===== src/rtl/branch_seq_pkg.sv =====
package branch_seq_pkg;

  typedef enum logic [2:0] {
    PC_INC1,
    PC_INC2,
    PC_IMM,
    PC_REG,
    PC_POP,
    PC_SKIP,
    PC_HOLD
  } pcSel_e;

  typedef struct packed {
    pcSel_e pcSel;
    logic   push;
    logic   pushTwo;
    logic   pop;
    logic   setHalt;
  } strobe_t;

  localparam logic [11:0] OP_JABS  = 12'h029;
  localparam logic [11:0] OP_CABS  = 12'h02B;
  localparam logic [11:0] OP_RET   = 12'h02D;
  localparam logic [11:0] OP_SKIP  = 12'h027;
  localparam logic [7:0]  OP_RIND  = 8'h17;
  localparam logic [15:0] OP_RTI   = 16'h02FF;
  localparam logic [15:0] OP_HALT  = 16'h0021;
  localparam logic [3:0]  COND_ALL = 4'hF;

endpackage


===== src/rtl/branch_seq_ctrl.sv =====
module branch_seq_ctrl
  import branch_seq_pkg::*;
(
  input  logic        exec,
  input  logic [15:0] opcode,
  input  logic        condMet,
  output strobe_t     st,
  output logic [2:0]  regSel,
  output logic        srWrEn,
  output logic        dsPop
);

  logic taken;
  assign taken  = (opcode[3:0] == COND_ALL) || condMet;
  assign regSel = opcode[7:5];

  always_comb begin
    st       = '{pcSel: PC_HOLD, push: 1'b0, pushTwo: 1'b0, pop: 1'b0, setHalt: 1'b0};
    srWrEn   = 1'b0;
    dsPop    = 1'b0;
    if (exec) begin
      st.pcSel = PC_INC1;
      if (opcode == OP_RTI) begin
        st.pcSel = PC_POP;
        st.pop   = 1'b1;
        srWrEn   = 1'b1;
        dsPop    = 1'b1;
      end else if (opcode == OP_HALT) begin
        st.setHalt = 1'b1;
      end else if (opcode[15:4] == OP_JABS) begin
        st.pcSel = taken ? PC_IMM : PC_INC2;
      end else if (opcode[15:4] == OP_CABS) begin
        st.pcSel   = taken ? PC_IMM : PC_INC2;
        st.push    = taken;
        st.pushTwo = 1'b1;
      end else if (opcode[15:4] == OP_RET) begin
        st.pcSel = taken ? PC_POP : PC_INC1;
        st.pop   = taken;
      end else if (opcode[15:4] == OP_SKIP) begin
        st.pcSel = taken ? PC_INC1 : PC_SKIP;
      end else if (opcode[15:8] == OP_RIND) begin
        st.pcSel = taken ? PC_REG : PC_INC1;
        st.push  = taken && opcode[4];
      end
    end
  end

endmodule


===== src/rtl/branch_seq_dp.sv =====
module branch_seq_dp
  import branch_seq_pkg::*;
#(
  parameter int AW    = 16,
  parameter int DEPTH = 8
) (
  input  logic                       clk,
  input  logic                       rstN,
  input  strobe_t                    st,
  input  logic [AW-1:0]              nextWord,
  input  logic [AW-1:0]              regData,
  input  logic [1:0]                 nextLen,
  input  logic                       haltClr,
  output logic [AW-1:0]              pc,
  output logic                       halted,
  output logic                       stackErr,
  output logic [$clog2(DEPTH+1)-1:0] stkCnt
);

  localparam int CW = $clog2(DEPTH + 1);
  localparam int IW = $clog2(DEPTH);
  localparam logic [CW-1:0] FULL_CNT = CW'(DEPTH);

  logic [AW-1:0] stkMem [DEPTH];
  logic [AW-1:0] pcNext;
  logic [AW-1:0] retAddr;
  logic [AW-1:0] popVal;
  logic [CW-1:0] cntDec;
  logic          stkFull;
  logic          stkEmpty;

  assign stkFull  = (stkCnt == FULL_CNT);
  assign stkEmpty = (stkCnt == '0);
  assign cntDec   = stkCnt - 1'b1;
  assign popVal   = stkMem[cntDec[IW-1:0]];
  assign retAddr  = st.pushTwo ? pc + AW'(2) : pc + AW'(1);

  always_comb begin
    unique case (st.pcSel)
      PC_INC1: pcNext = pc + AW'(1);
      PC_INC2: pcNext = pc + AW'(2);
      PC_IMM:  pcNext = nextWord;
      PC_REG:  pcNext = regData;
      PC_POP:  pcNext = stkEmpty ? pc + AW'(1) : popVal;
      PC_SKIP: pcNext = pc + AW'(1) + {{(AW-2){1'b0}}, nextLen};
      default: pcNext = pc;
    endcase
  end

  always_ff @(posedge clk or negedge rstN) begin
    if (!rstN) begin
      pc       <= '0;
      halted   <= 1'b0;
      stackErr <= 1'b0;
      stkCnt   <= '0;
    end else begin
      pc <= pcNext;
      if (st.setHalt)   halted <= 1'b1;
      else if (haltClr) halted <= 1'b0;
      if (st.push) begin
        if (stkFull) stackErr <= 1'b1;
        else         stkCnt   <= stkCnt + 1'b1;
      end else if (st.pop) begin
        if (stkEmpty) stackErr <= 1'b1;
        else          stkCnt   <= cntDec;
      end
    end
  end

  always_ff @(posedge clk) begin
    if (st.push && !stkFull) stkMem[stkCnt[IW-1:0]] <= retAddr;
  end

endmodule


===== src/rtl/branch_seq.sv =====
module branch_seq
  import branch_seq_pkg::*;
#(
  parameter int DEPTH = 8
) (
  input  logic        clk,
  input  logic        rstN,
  input  logic        valid,
  input  logic [15:0] opcode,
  input  logic [15:0] nextWord,
  input  logic [15:0] regData,
  input  logic        condMet,
  input  logic [1:0]  nextLen,
  input  logic [15:0] dsTop,
  input  logic        haltClr,
  output logic [2:0]  regSel,
  output logic [15:0] pc,
  output logic        srWrEn,
  output logic [15:0] srWrData,
  output logic        dsPop,
  output logic        halted,
  output logic        stackErr
);

  localparam int AW = 16;
  localparam int CW = $clog2(DEPTH + 1);

  strobe_t       st;
  logic          exec;
  logic [CW-1:0] stkCnt;

  assign exec     = valid && !halted;
  assign srWrData = dsTop;

  branch_seq_ctrl uCtrl (
    .exec    (exec),
    .opcode  (opcode),
    .condMet (condMet),
    .st      (st),
    .regSel  (regSel),
    .srWrEn  (srWrEn),
    .dsPop   (dsPop)
  );

  branch_seq_dp #(.AW(AW), .DEPTH(DEPTH)) uDp (
    .clk      (clk),
    .rstN     (rstN),
    .st       (st),
    .nextWord (nextWord),
    .regData  (regData),
    .nextLen  (nextLen),
    .haltClr  (haltClr),
    .pc       (pc),
    .halted   (halted),
    .stackErr (stackErr),
    .stkCnt   (stkCnt)
  );

endmodule


===== config.mk =====
export PLATFORM = sky130hd
export DESIGN_NAME = branch_seq
export DESIGN_NICKNAME = d
export VERILOG_FILES = /design/src/rtl/branch_seq_pkg.sv /design/src/rtl/branch_seq_ctrl.sv /design/src/rtl/branch_seq_dp.sv /design/src/rtl/branch_seq.sv
export SDC_FILE = /design/constraint.sdc
export NUM_CORES = 1
export LEC_CHECK = 0
export ABC_AREA = 0
export BUFFER_PORTS_ARGS = -buffer_cell sky130_fd_sc_hd__buf_2
export CORE_MARGIN = 4
export CORE_UTILIZATION = 45
export CTS_BUF_LIST = sky130_fd_sc_hd__clkbuf_8
export DETAILED_ROUTE_END_ITERATION = 10
export GPL_TIMING_DRIVEN = 0
export PLACE_DENSITY_LB_ADDON = 0.3
export SETUP_SLACK_MARGIN = 0.4
export SYNTH_ARGS = -nofsm -noshare
export SYNTH_HDL_FRONTEND = slang
export SYNTH_SLANG_ARGS = --single-unit

===== constraint.sdc =====
create_clock -name clk -period 4.45 [get_ports clk]
set_input_delay 0.89 -clock clk [delete_from_list [all_inputs] [get_ports clk]]
set_output_delay 0.89 -clock clk [all_outputs]
set_load 0.02 [all_outputs]

==> flow_results.xml, run 1 <==
<?xml version="1.0" encoding="UTF-8"?>
<metrics>
  <group name="timing">
    <metric name="timing_worst_slew_pin_value" unit="ns">1.290</metric>
    <metric name="finalHoldViolCount" unit="">0</metric>
    <metric name="rsz_0062_raised_after_global_routing" unit="">no</metric>
    <metric name="finalSetupViolations" unit="">0</metric>
    <metric name="max_slew_margin" unit="%">13.21</metric>
    <metric name="post-route-period-util" unit="%">85.19</metric>
    <metric name="fin_crit" unit="ns">3.791</metric>
    <metric name="slew_violations" unit="">0</metric>
    <metric name="postLayoutSetupSlackWorst" unit="ns">0.6592</metric>
    <metric name="fmaxAchievable" unit="MHz">263.8</metric>
    <metric name="skew" unit="ns">0.01088</metric>
    <metric name="hold_slack_final" unit="ns">0.4333</metric>
  </group>
  <group name="floorplanning">
    <metric name="fp.dieArea" unit="µm²">19960</metric>
    <metric name="fp.coreArea" unit="µm²">17360</metric>
    <metric name="start_util" unit="%">46.05</metric>
    <metric name="rows" unit="">48</metric>
    <metric name="die-height" unit="µm">141.3</metric>
    <metric name="die-width" unit="µm">141.3</metric>
    <metric name="io-pin-count" unit="">110</metric>
  </group>
  <group name="final_layout">
    <metric name="layout.nets" unit="">832</metric>
    <metric name="layout_commonest_cell" unit="">sky130_fd_sc_hd__edfxtp_1</metric>
    <metric name="most_used_cells_in_the_layout_excluding_fill_and_tap_cells" unit="">sky130_fd_sc_hd__edfxtp_1, sky130_fd_sc_hd__buf_2, sky130_fd_sc_hd__nand2_1</metric>
    <metric name="num_antenna_cells" unit="">0</metric>
    <metric name="area_growth" unit="%">15.81</metric>
    <metric name="drive_above_1_share" unit="%">28.29</metric>
  </group>
  <group name="outcome">
    <metric name="outcome" unit="">finished, final reports clean</metric>
  </group>
  <group name="power_and_ir_drop">
    <metric name="totalPowerFinal" unit="W">0.003735</metric>
    <metric name="power.sequential.fraction" unit="%">46.9</metric>
    <metric name="cell_internal_pwr" unit="W">0.002521</metric>
    <metric name="combinational_fraction_of_design_power" unit="%">24.6</metric>
    <metric name="power_per_cell_area" unit="nW/µm²">403.6</metric>
    <metric name="p_sw_share" unit="%">32.51</metric>
    <metric name="pwr-share-clk" unit="%">28.6</metric>
    <metric name="ir_worst_vdd" unit="mV">0.2981</metric>
    <metric name="total_switching_power" unit="W">0.001214</metric>
    <metric name="p_leak" unit="nW">3.286</metric>
  </group>
  <group name="global_routing">
    <metric name="global_route.usage.total" unit="%">22.95</metric>
    <metric name="first_global_vias" unit="">5970</metric>
    <metric name="grt_first_pass_wirelength" unit="µm">34290</metric>
    <metric name="antenna_found_initial" unit="">0</metric>
    <metric name="grt_max_degree" unit="">23</metric>
    <metric name="globalRouteOverflowTotal" unit="">0</metric>
  </group>
  <group name="job">
    <metric name="drv.max_cap_violation_count" unit="">0</metric>
  </group>
  <group name="synthesis">
    <metric name="cell_taking_the_most_area_after_synthesis" unit="">sky130_fd_sc_hd__edfxtp_1</metric>
    <metric name="synth_cell_types" unit="">72</metric>
    <metric name="synth.top_cell.area_share" unit="%">48.09</metric>
    <metric name="synth-seq-cells" unit="">150</metric>
    <metric name="async_reset_ff_share" unit="%">14.67</metric>
    <metric name="yosys_warnings" unit="">0</metric>
    <metric name="cells_after_synth" unit="">637</metric>
    <metric name="seq_area_frac_synth" unit="%">54.98</metric>
    <metric name="synth_edf_count" unit="">128</metric>
    <metric name="post_synth_main_area_contributors" unit="">sky130_fd_sc_hd__edfxtp_1, sky130_fd_sc_hd__mux4_2, sky130_fd_sc_hd__dfrtp_1, sky130_fd_sc_hd__nand2_1, sky130_fd_sc_hd__xnor2_1</metric>
    <metric name="avg_synthesized_cell_area" unit="µm²">12.55</metric>
    <metric name="netlist_area" unit="µm²">7993</metric>
    <metric name="syn_nets" unit="">715</metric>
    <metric name="synth-main-ff-cell" unit="">sky130_fd_sc_hd__edfxtp_1</metric>
  </group>
  <group name="critical_path">
    <metric name="cp_common_cell" unit="">sky130_fd_sc_hd__buf_4</metric>
    <metric name="critical_path_buf_inv_count" unit="">5</metric>
    <metric name="timing.critical_path.from_type" unit="">flop</metric>
    <metric name="path_class" unit="">flop to flop</metric>
    <metric name="crit_path_end_kind" unit="">flop</metric>
    <metric name="timing.critical_path.cells" unit="">buf_4 &gt; buf_4 &gt; clkbuf_4 &gt; inv_1 &gt; ha_1 &gt; nand2b_1 &gt; nor2_1 &gt; clkbuf_1 &gt; a21oi_1 &gt; a221oi_1 &gt; o221ai_1 &gt; o21a_1</metric>
    <metric name="cp_data_arrival_time" unit="ns">4.13</metric>
    <metric name="critPathTopFamily" unit="">buffers and inverters</metric>
    <metric name="data_required_critical_path" unit="ns">4.79</metric>
    <metric name="worstPathMaxFanout" unit="">10</metric>
    <metric name="slowest_delay" unit="ns">0.75</metric>
    <metric name="worst_path_max_delay_cell" unit="">sky130_fd_sc_hd__nor2_1</metric>
  </group>
  <group name="routing">
    <metric name="detail_route.drc_violations" unit="">0</metric>
    <metric name="via_count" unit="">6033</metric>
    <metric name="violation_count_after_the_first_detailed_routing_iteration" unit="">525</metric>
    <metric name="drt-total-wl" unit="µm">22570</metric>
    <metric name="detail_route.vias_per_cell" unit="">6.082</metric>
    <metric name="number_of_iterations_in_the_first_detailed_routing_pass" unit="">5</metric>
    <metric name="route.antenna.remaining_nets" unit="">0</metric>
    <metric name="avgRoutedWirePerCell" unit="µm">22.75</metric>
  </group>
  <group name="placement">
    <metric name="port_buffer_cells" unit="">93</metric>
    <metric name="place_congestion" unit="">0.9626</metric>
    <metric name="detailed_place_hpwl" unit="µm">16370</metric>
    <metric name="pre_cts_slack" unit="ns">-0.5389</metric>
  </group>
  <group name="clock_network">
    <metric name="clock_latency_of_the_later_clocked_register_in_the_worst_skew_pair" unit="ns">0.45</metric>
    <metric name="postCtsHoldBufs" unit="">0</metric>
    <metric name="htreeDepth" unit="">4</metric>
    <metric name="tritoncts_clock_tree" unit="">built</metric>
    <metric name="ctsLongestPathBuffers" unit="">2</metric>
    <metric name="clock-root-buffer" unit="">sky130_fd_sc_hd__clkbuf_8</metric>
    <metric name="path_clk_slew" unit="ns">0.08</metric>
    <metric name="cts_buffers" unit="">17</metric>
    <metric name="clkSinkCount" unit="">150</metric>
  </group>
  <group name="hold_path">
    <metric name="hp-class" unit="">input pin to async pin</metric>
  </group>
</metrics>
-- flip-flops by register name, indices dropped and copies added (netlist names) --
signal / flops
uDp.halted: 1
uDp.stackErr: 1
uDp.stkMem: 128
uDp.pc: 16
uDp.stkCnt: 4
-- Yosys cell counts, types with 4 or more instances --
library cell / number
sky130_fd_sc_hd__xor2_1: 18
sky130_fd_sc_hd__o21ai_0: 21
sky130_fd_sc_hd__clkbuf_1: 24
sky130_fd_sc_hd__buf_1: 5
sky130_fd_sc_hd__and3_1: 4
sky130_fd_sc_hd__buf_2: 7
sky130_fd_sc_hd__inv_1: 14
sky130_fd_sc_hd__nor2b_1: 5
sky130_fd_sc_hd__o211ai_1: 6
sky130_fd_sc_hd__a221o_1: 4
sky130_fd_sc_hd__or3_1: 5
sky130_fd_sc_hd__nand4_1: 16
sky130_fd_sc_hd__a21oi_1: 34
sky130_fd_sc_hd__nand2_1: 57
sky130_fd_sc_hd__xnor2_1: 21
sky130_fd_sc_hd__mux2i_1: 16
sky130_fd_sc_hd__a211oi_1: 6
sky130_fd_sc_hd__mux4_2: 32
sky130_fd_sc_hd__nand3_1: 15
sky130_fd_sc_hd__dfrtp_1: 22
sky130_fd_sc_hd__a221oi_1: 10
sky130_fd_sc_hd__nor2_1: 41
sky130_fd_sc_hd__nor3_1: 16
sky130_fd_sc_hd__edfxtp_1: 128
sky130_fd_sc_hd__nor4_1: 8
sky130_fd_sc_hd__a222oi_1: 4
sky130_fd_sc_hd__buf_4: 20
sky130_fd_sc_hd__ha_1: 6
-- cell type report --
| type | instances | area [µm²] |
|---|---|---|
| Multi-Input combinational cell | 416 | 3258 |
| Inverter | 14 | 52.55 |
| Sequential cell | 150 | 4394 |
| Timing Repair Buffer | 98 | 545.5 |
| Clock inverter | 15 | 163.9 |
| Clock buffer | 17 | 234.0 |
| Fill cell | 1494 | 8100 |
| Buffer | 57 | 326.6 |
| Tap cell | 225 | 281.5 |
-- timing repair --
action	in CTS	in global routing
resized for setup	8	8
setup buffers	0	0
endpoints found under the setup margin	17	15
endpoints found under the hold margin	0	0
-- stage by stage --
| step | TNS, ns | instance area, µm² | util [%] | std cells |
|---|---|---|---|---|
| after floorplan | 0 | 7993 | - | 637 |
| after global placement | -36.95 | 8740 | 50.35 | 955 |
| after detailed placement | -6.089 | 8837 | 50.92 | 960 |
| after CTS | 0 | 9248 | 53.28 | 992 |
| after global routing | 0 | 9256 | 53.33 | 992 |
| final | 0 | 9256 | 53.33 | 992 |
-- power by group through the flow --
stage	sequential, W	combinational (W)	clock (W)
after floorplan	0.00181	0.000551	0
after global placement	0.00178	0.000883	0
after detailed placement	0.00178	0.000900	0
after CTS	0.00175	0.000904	0.00108
after global routing	0.00176	0.00100	0.00115
final	0.00175	0.000917	0.00107
-- cell families after synthesis --
kind of cell               Yosys count  share of synthesized area (%)
xor gates and xnor gates            39                          4.274
and+or+nand+nor                    196                          12.82
AOI/OAI and AO/OA                  123                          10.82
muxes                               51                          11.44
adders and majority gates            7                          1.190
buffers and inverters               71                          4.477
DFF                                150                          54.98
-- routing by layer --
layer	routed length [µm]	track usage [%]	part of all wire [%]	vias up
li1	-	-	-	2698
met1	9381	30.66	42	3016
met2	10770	37.12	48	274
met3	1662	3.910	7.4	45
met4	757	10.15	3.4	0
met5	0	0	0	-
-- path summary, 6_finish.rpt --
| path | slack (ns) | from | endpoint | cells after the start |
|---|---|---|---|---|
| worst max-delay path | 0.66 | uDp.stkCnt[0] | uDp.pc[5] | 12 |
| worst min-delay path | 0.43 | rstN | uDp.halted | 1 |
| worst max register to register | 0.66 | uDp.stkCnt[0] | uDp.pc[5] | 12 |
| worst min register to register | 0.49 | uDp.stackErr | uDp.stackErr | 1 |
| max in group asynchronous | 3.62 | rstN | uDp.stkCnt[0] | 1 |
| min in group clk | 0.49 | uDp.stackErr | uDp.stackErr | 1 |
Power figures use the tool's default switching activity.
==> run 2, diff against run 1 <==
Settings changed: SETUP_SLACK_MARGIN 0.4 to default.
Clock period 4.45 ns to 4.9 ns, I/O delays scaled along.
==> flow_results.xml, run 2 (synthesis gave the netlist of run 1 again) <==
<?xml version="1.0" encoding="UTF-8"?>
<metrics>
  <group name="final_layout">
    <metric name="layout.nets" unit="">832</metric>
    <metric name="layout.filler_cells" unit="">1501</metric>
    <metric name="multi_input_area" unit="µm²">3258</metric>
    <metric name="largest_register_ff_count" unit="">128</metric>
    <metric name="num_antenna_cells" unit="">0</metric>
    <metric name="layout_commonest_cell" unit="">sky130_fd_sc_hd__edfxtp_1</metric>
    <metric name="most_used_cells_in_the_layout_excluding_fill_and_tap_cells" unit="">sky130_fd_sc_hd__edfxtp_1, sky130_fd_sc_hd__buf_2, sky130_fd_sc_hd__nand2_1</metric>
    <metric name="area_growth" unit="%">15.59</metric>
    <metric name="drive_above_1_share" unit="%">27.77</metric>
    <metric name="regArea" unit="µm²">4394</metric>
    <metric name="finish.cell_count_without_fillers" unit="">992</metric>
  </group>
  <group name="timing">
    <metric name="max_slew_margin" unit="%">13.20</metric>
    <metric name="fin_crit" unit="ns">4.486</metric>
    <metric name="slew_violations" unit="">0</metric>
    <metric name="rsz_0062_raised_after_global_routing" unit="">no</metric>
    <metric name="post-route-period-util" unit="%">91.55</metric>
    <metric name="timing_worst_slew_pin_value" unit="ns">1.290</metric>
    <metric name="finalHoldViolCount" unit="">0</metric>
    <metric name="fmaxAchievable" unit="MHz">222.9</metric>
    <metric name="skew" unit="ns">0.01369</metric>
    <metric name="finalSetupViolations" unit="">0</metric>
  </group>
  <group name="routing">
    <metric name="avgRoutedWirePerCell" unit="µm">22.87</metric>
    <metric name="number_of_iterations_in_the_first_detailed_routing_pass" unit="">5</metric>
    <metric name="drt-total-wl" unit="µm">22690</metric>
    <metric name="detail_route.vias_per_cell" unit="">6.061</metric>
    <metric name="violation_count_after_the_first_detailed_routing_iteration" unit="">488</metric>
    <metric name="detail_route.drc_violations" unit="">0</metric>
    <metric name="via_count" unit="">6013</metric>
    <metric name="route.antenna.remaining_nets" unit="">0</metric>
  </group>
  <group name="power_and_ir_drop">
    <metric name="p_leak" unit="nW">3.273</metric>
    <metric name="totalPowerFinal" unit="W">0.003396</metric>
    <metric name="ir_worst_vdd" unit="mV">0.2710</metric>
    <metric name="power_per_cell_area" unit="nW/µm²">367.6</metric>
  </group>
  <group name="critical_path">
    <metric name="path_class" unit="">flop to flop</metric>
    <metric name="crit_path_end_kind" unit="">flop</metric>
    <metric name="worstPathMaxFanout" unit="">10</metric>
    <metric name="worst_r2r_path_depth" unit="">14</metric>
    <metric name="crit-reg2reg-capture" unit="">uDp.pc[1]</metric>
    <metric name="ff2ff_setup_slack" unit="ns">0.41</metric>
    <metric name="data_required_critical_path" unit="ns">5.19</metric>
    <metric name="worst_setup_path_endpoint" unit="">uDp.pc[1]</metric>
    <metric name="cp_data_arrival_time" unit="ns">4.78</metric>
    <metric name="setup.worst_path.start" unit="">uDp.stkCnt[0]</metric>
    <metric name="timing.critical_path.from_type" unit="">flop</metric>
    <metric name="regToRegStartpoint" unit="">uDp.stkCnt[0]</metric>
  </group>
  <group name="job">
    <metric name="drv.max_cap_violation_count" unit="">0</metric>
  </group>
  <group name="floorplanning">
    <metric name="io-pin-count" unit="">110</metric>
    <metric name="fp.coreArea" unit="µm²">17360</metric>
    <metric name="start_util" unit="%">46.05</metric>
    <metric name="die-height" unit="µm">141.3</metric>
    <metric name="fp.dieArea" unit="µm²">19960</metric>
    <metric name="rows" unit="">48</metric>
    <metric name="die-width" unit="µm">141.3</metric>
  </group>
  <group name="clock_network">
    <metric name="postCtsHoldBufs" unit="">0</metric>
    <metric name="path_clk_slew" unit="ns">0.08</metric>
    <metric name="ctsLongestPathBuffers" unit="">2</metric>
    <metric name="htreeDepth" unit="">4</metric>
    <metric name="clock_latency_of_the_later_clocked_register_in_the_worst_skew_pair" unit="ns">0.45</metric>
    <metric name="cts-resized-gates" unit="">1</metric>
    <metric name="cts_buffers" unit="">17</metric>
    <metric name="tritoncts_clock_tree" unit="">built</metric>
    <metric name="cts_post_setup_buffers_inserted" unit="">0</metric>
    <metric name="clkSinkCount" unit="">150</metric>
    <metric name="clock-root-buffer" unit="">sky130_fd_sc_hd__clkbuf_8</metric>
  </group>
  <group name="placement">
    <metric name="port_buffer_cells" unit="">93</metric>
    <metric name="place_congestion" unit="">0.9626</metric>
    <metric name="detailed_place_hpwl" unit="µm">16370</metric>
    <metric name="placed_cells" unit="">960</metric>
  </group>
  <group name="global_routing">
    <metric name="grt_max_degree" unit="">23</metric>
    <metric name="first_global_vias" unit="">5964</metric>
    <metric name="antenna_found_initial" unit="">0</metric>
    <metric name="global_route.usage.total" unit="%">22.96</metric>
    <metric name="globalRouteOverflowTotal" unit="">0</metric>
    <metric name="grt_first_pass_wirelength" unit="µm">34290</metric>
  </group>
  <group name="outcome">
    <metric name="outcome" unit="">finished, final reports clean</metric>
  </group>
  <group name="hold_path">
    <metric name="hp-class" unit="">flop to flop</metric>
  </group>
</metrics>
==> run 2: cell count changes in the layout (fill, tap and decap cells not counted) <==
| cell | change |
|---|---|
| sky130_fd_sc_hd__clkbuf_4 | -3 |
| sky130_fd_sc_hd__buf_1 | +1 |
| sky130_fd_sc_hd__clkbuf_2 | +1 |
| sky130_fd_sc_hd__buf_4 | -2 |
| sky130_fd_sc_hd__clkbuf_1 | +3 |
==> run 2: report_power, final <==
part / internal [W] / switching [W] / total (W)
Combinational: 0.000257 / 0.000578 / 0.000836
Sequential: 0.00153 / 0.0000559 / 0.00159
Clock: 0.000498 / 0.000472 / 0.000970
==> run 2: how the worst min path moves through the flow <==
stage / startpoint / end / slack, ns / cells past startpoint
after global placement: uDp.stackErr / uDp.stackErr / 0.47 / 1
after floorplan: uDp.stkCnt[1] / uDp.stkCnt[1] / 0.57 / 2
after global routing: rstN / uDp.pc[6] / 0.54 / 1
after detailed placement: uDp.stackErr / uDp.stackErr / 0.46 / 1
final: uDp.stackErr / uDp.stackErr / 0.49 / 1
after CTS: uDp.stackErr / uDp.stackErr / 0.49 / 1
==> run 2: metal layers <==
| metal | vias up | share of wire (%) | track usage (%) |
|---|---|---|---|
| li1 | 2695 | - | - |
| met1 | 3008 | 42 | 30.68 |
| met5 | - | 0 | 0 |
| met3 | 44 | 6.9 | 3.977 |
| met2 | 266 | 48 | 37.10 |
| met4 | 0 | 3.4 | 10.15 |
==> run 2: critical path, cell delays in order (launching register included) <==
cell and delay, ns:
sky130_fd_sc_hd__dfrtp_1 0.37, sky130_fd_sc_hd__buf_2 0.35, sky130_fd_sc_hd__buf_2 0.40, sky130_fd_sc_hd__clkbuf_2 0.37, sky130_fd_sc_hd__inv_1 0.13, sky130_fd_sc_hd__ha_1 0.32
sky130_fd_sc_hd__clkbuf_1 0.28, sky130_fd_sc_hd__clkbuf_1 0.53, sky130_fd_sc_hd__mux4_2 0.39, sky130_fd_sc_hd__mux2i_1 0.34, sky130_fd_sc_hd__a21oi_1 0.17, sky130_fd_sc_hd__a222oi_1 0.24
sky130_fd_sc_hd__o221ai_1 0.19, sky130_fd_sc_hd__a21oi_1 0.15, sky130_fd_sc_hd__o21ai_0 0.10
==> run 2: metrics by stage <==
stage	hold slack, ns	setup slack, ns	instance area, µm²	TNS, ns	utilization [%]
2_1_floorplan	0.5652	1.014	7993	0	-
5_1_grt	0.5374	0.05939	9239	0	53.23
6_report	0.4864	0.4141	9239	0	53.23
4_1_cts	0.4871	0.1775	9236	0	53.22
3_5_place_dp	0.4613	-0.08888	8837	-0.3073	50.92
3_3_place_gp	0.4672	-0.6517	8740	-20.39	50.35
==> run 2: layout make-up <==
class | count | share of cell area (%)
Clock buffer | 17 | 2.532
Multi-Input combinational cell | 416 | 35.27
Tap cell | 225 | 3.047
Sequential cell | 150 | 47.56
Buffer | 57 | 3.345
Clock inverter | 15 | 1.774
Timing Repair Buffer | 98 | 5.905
Inverter | 14 | 0.5688
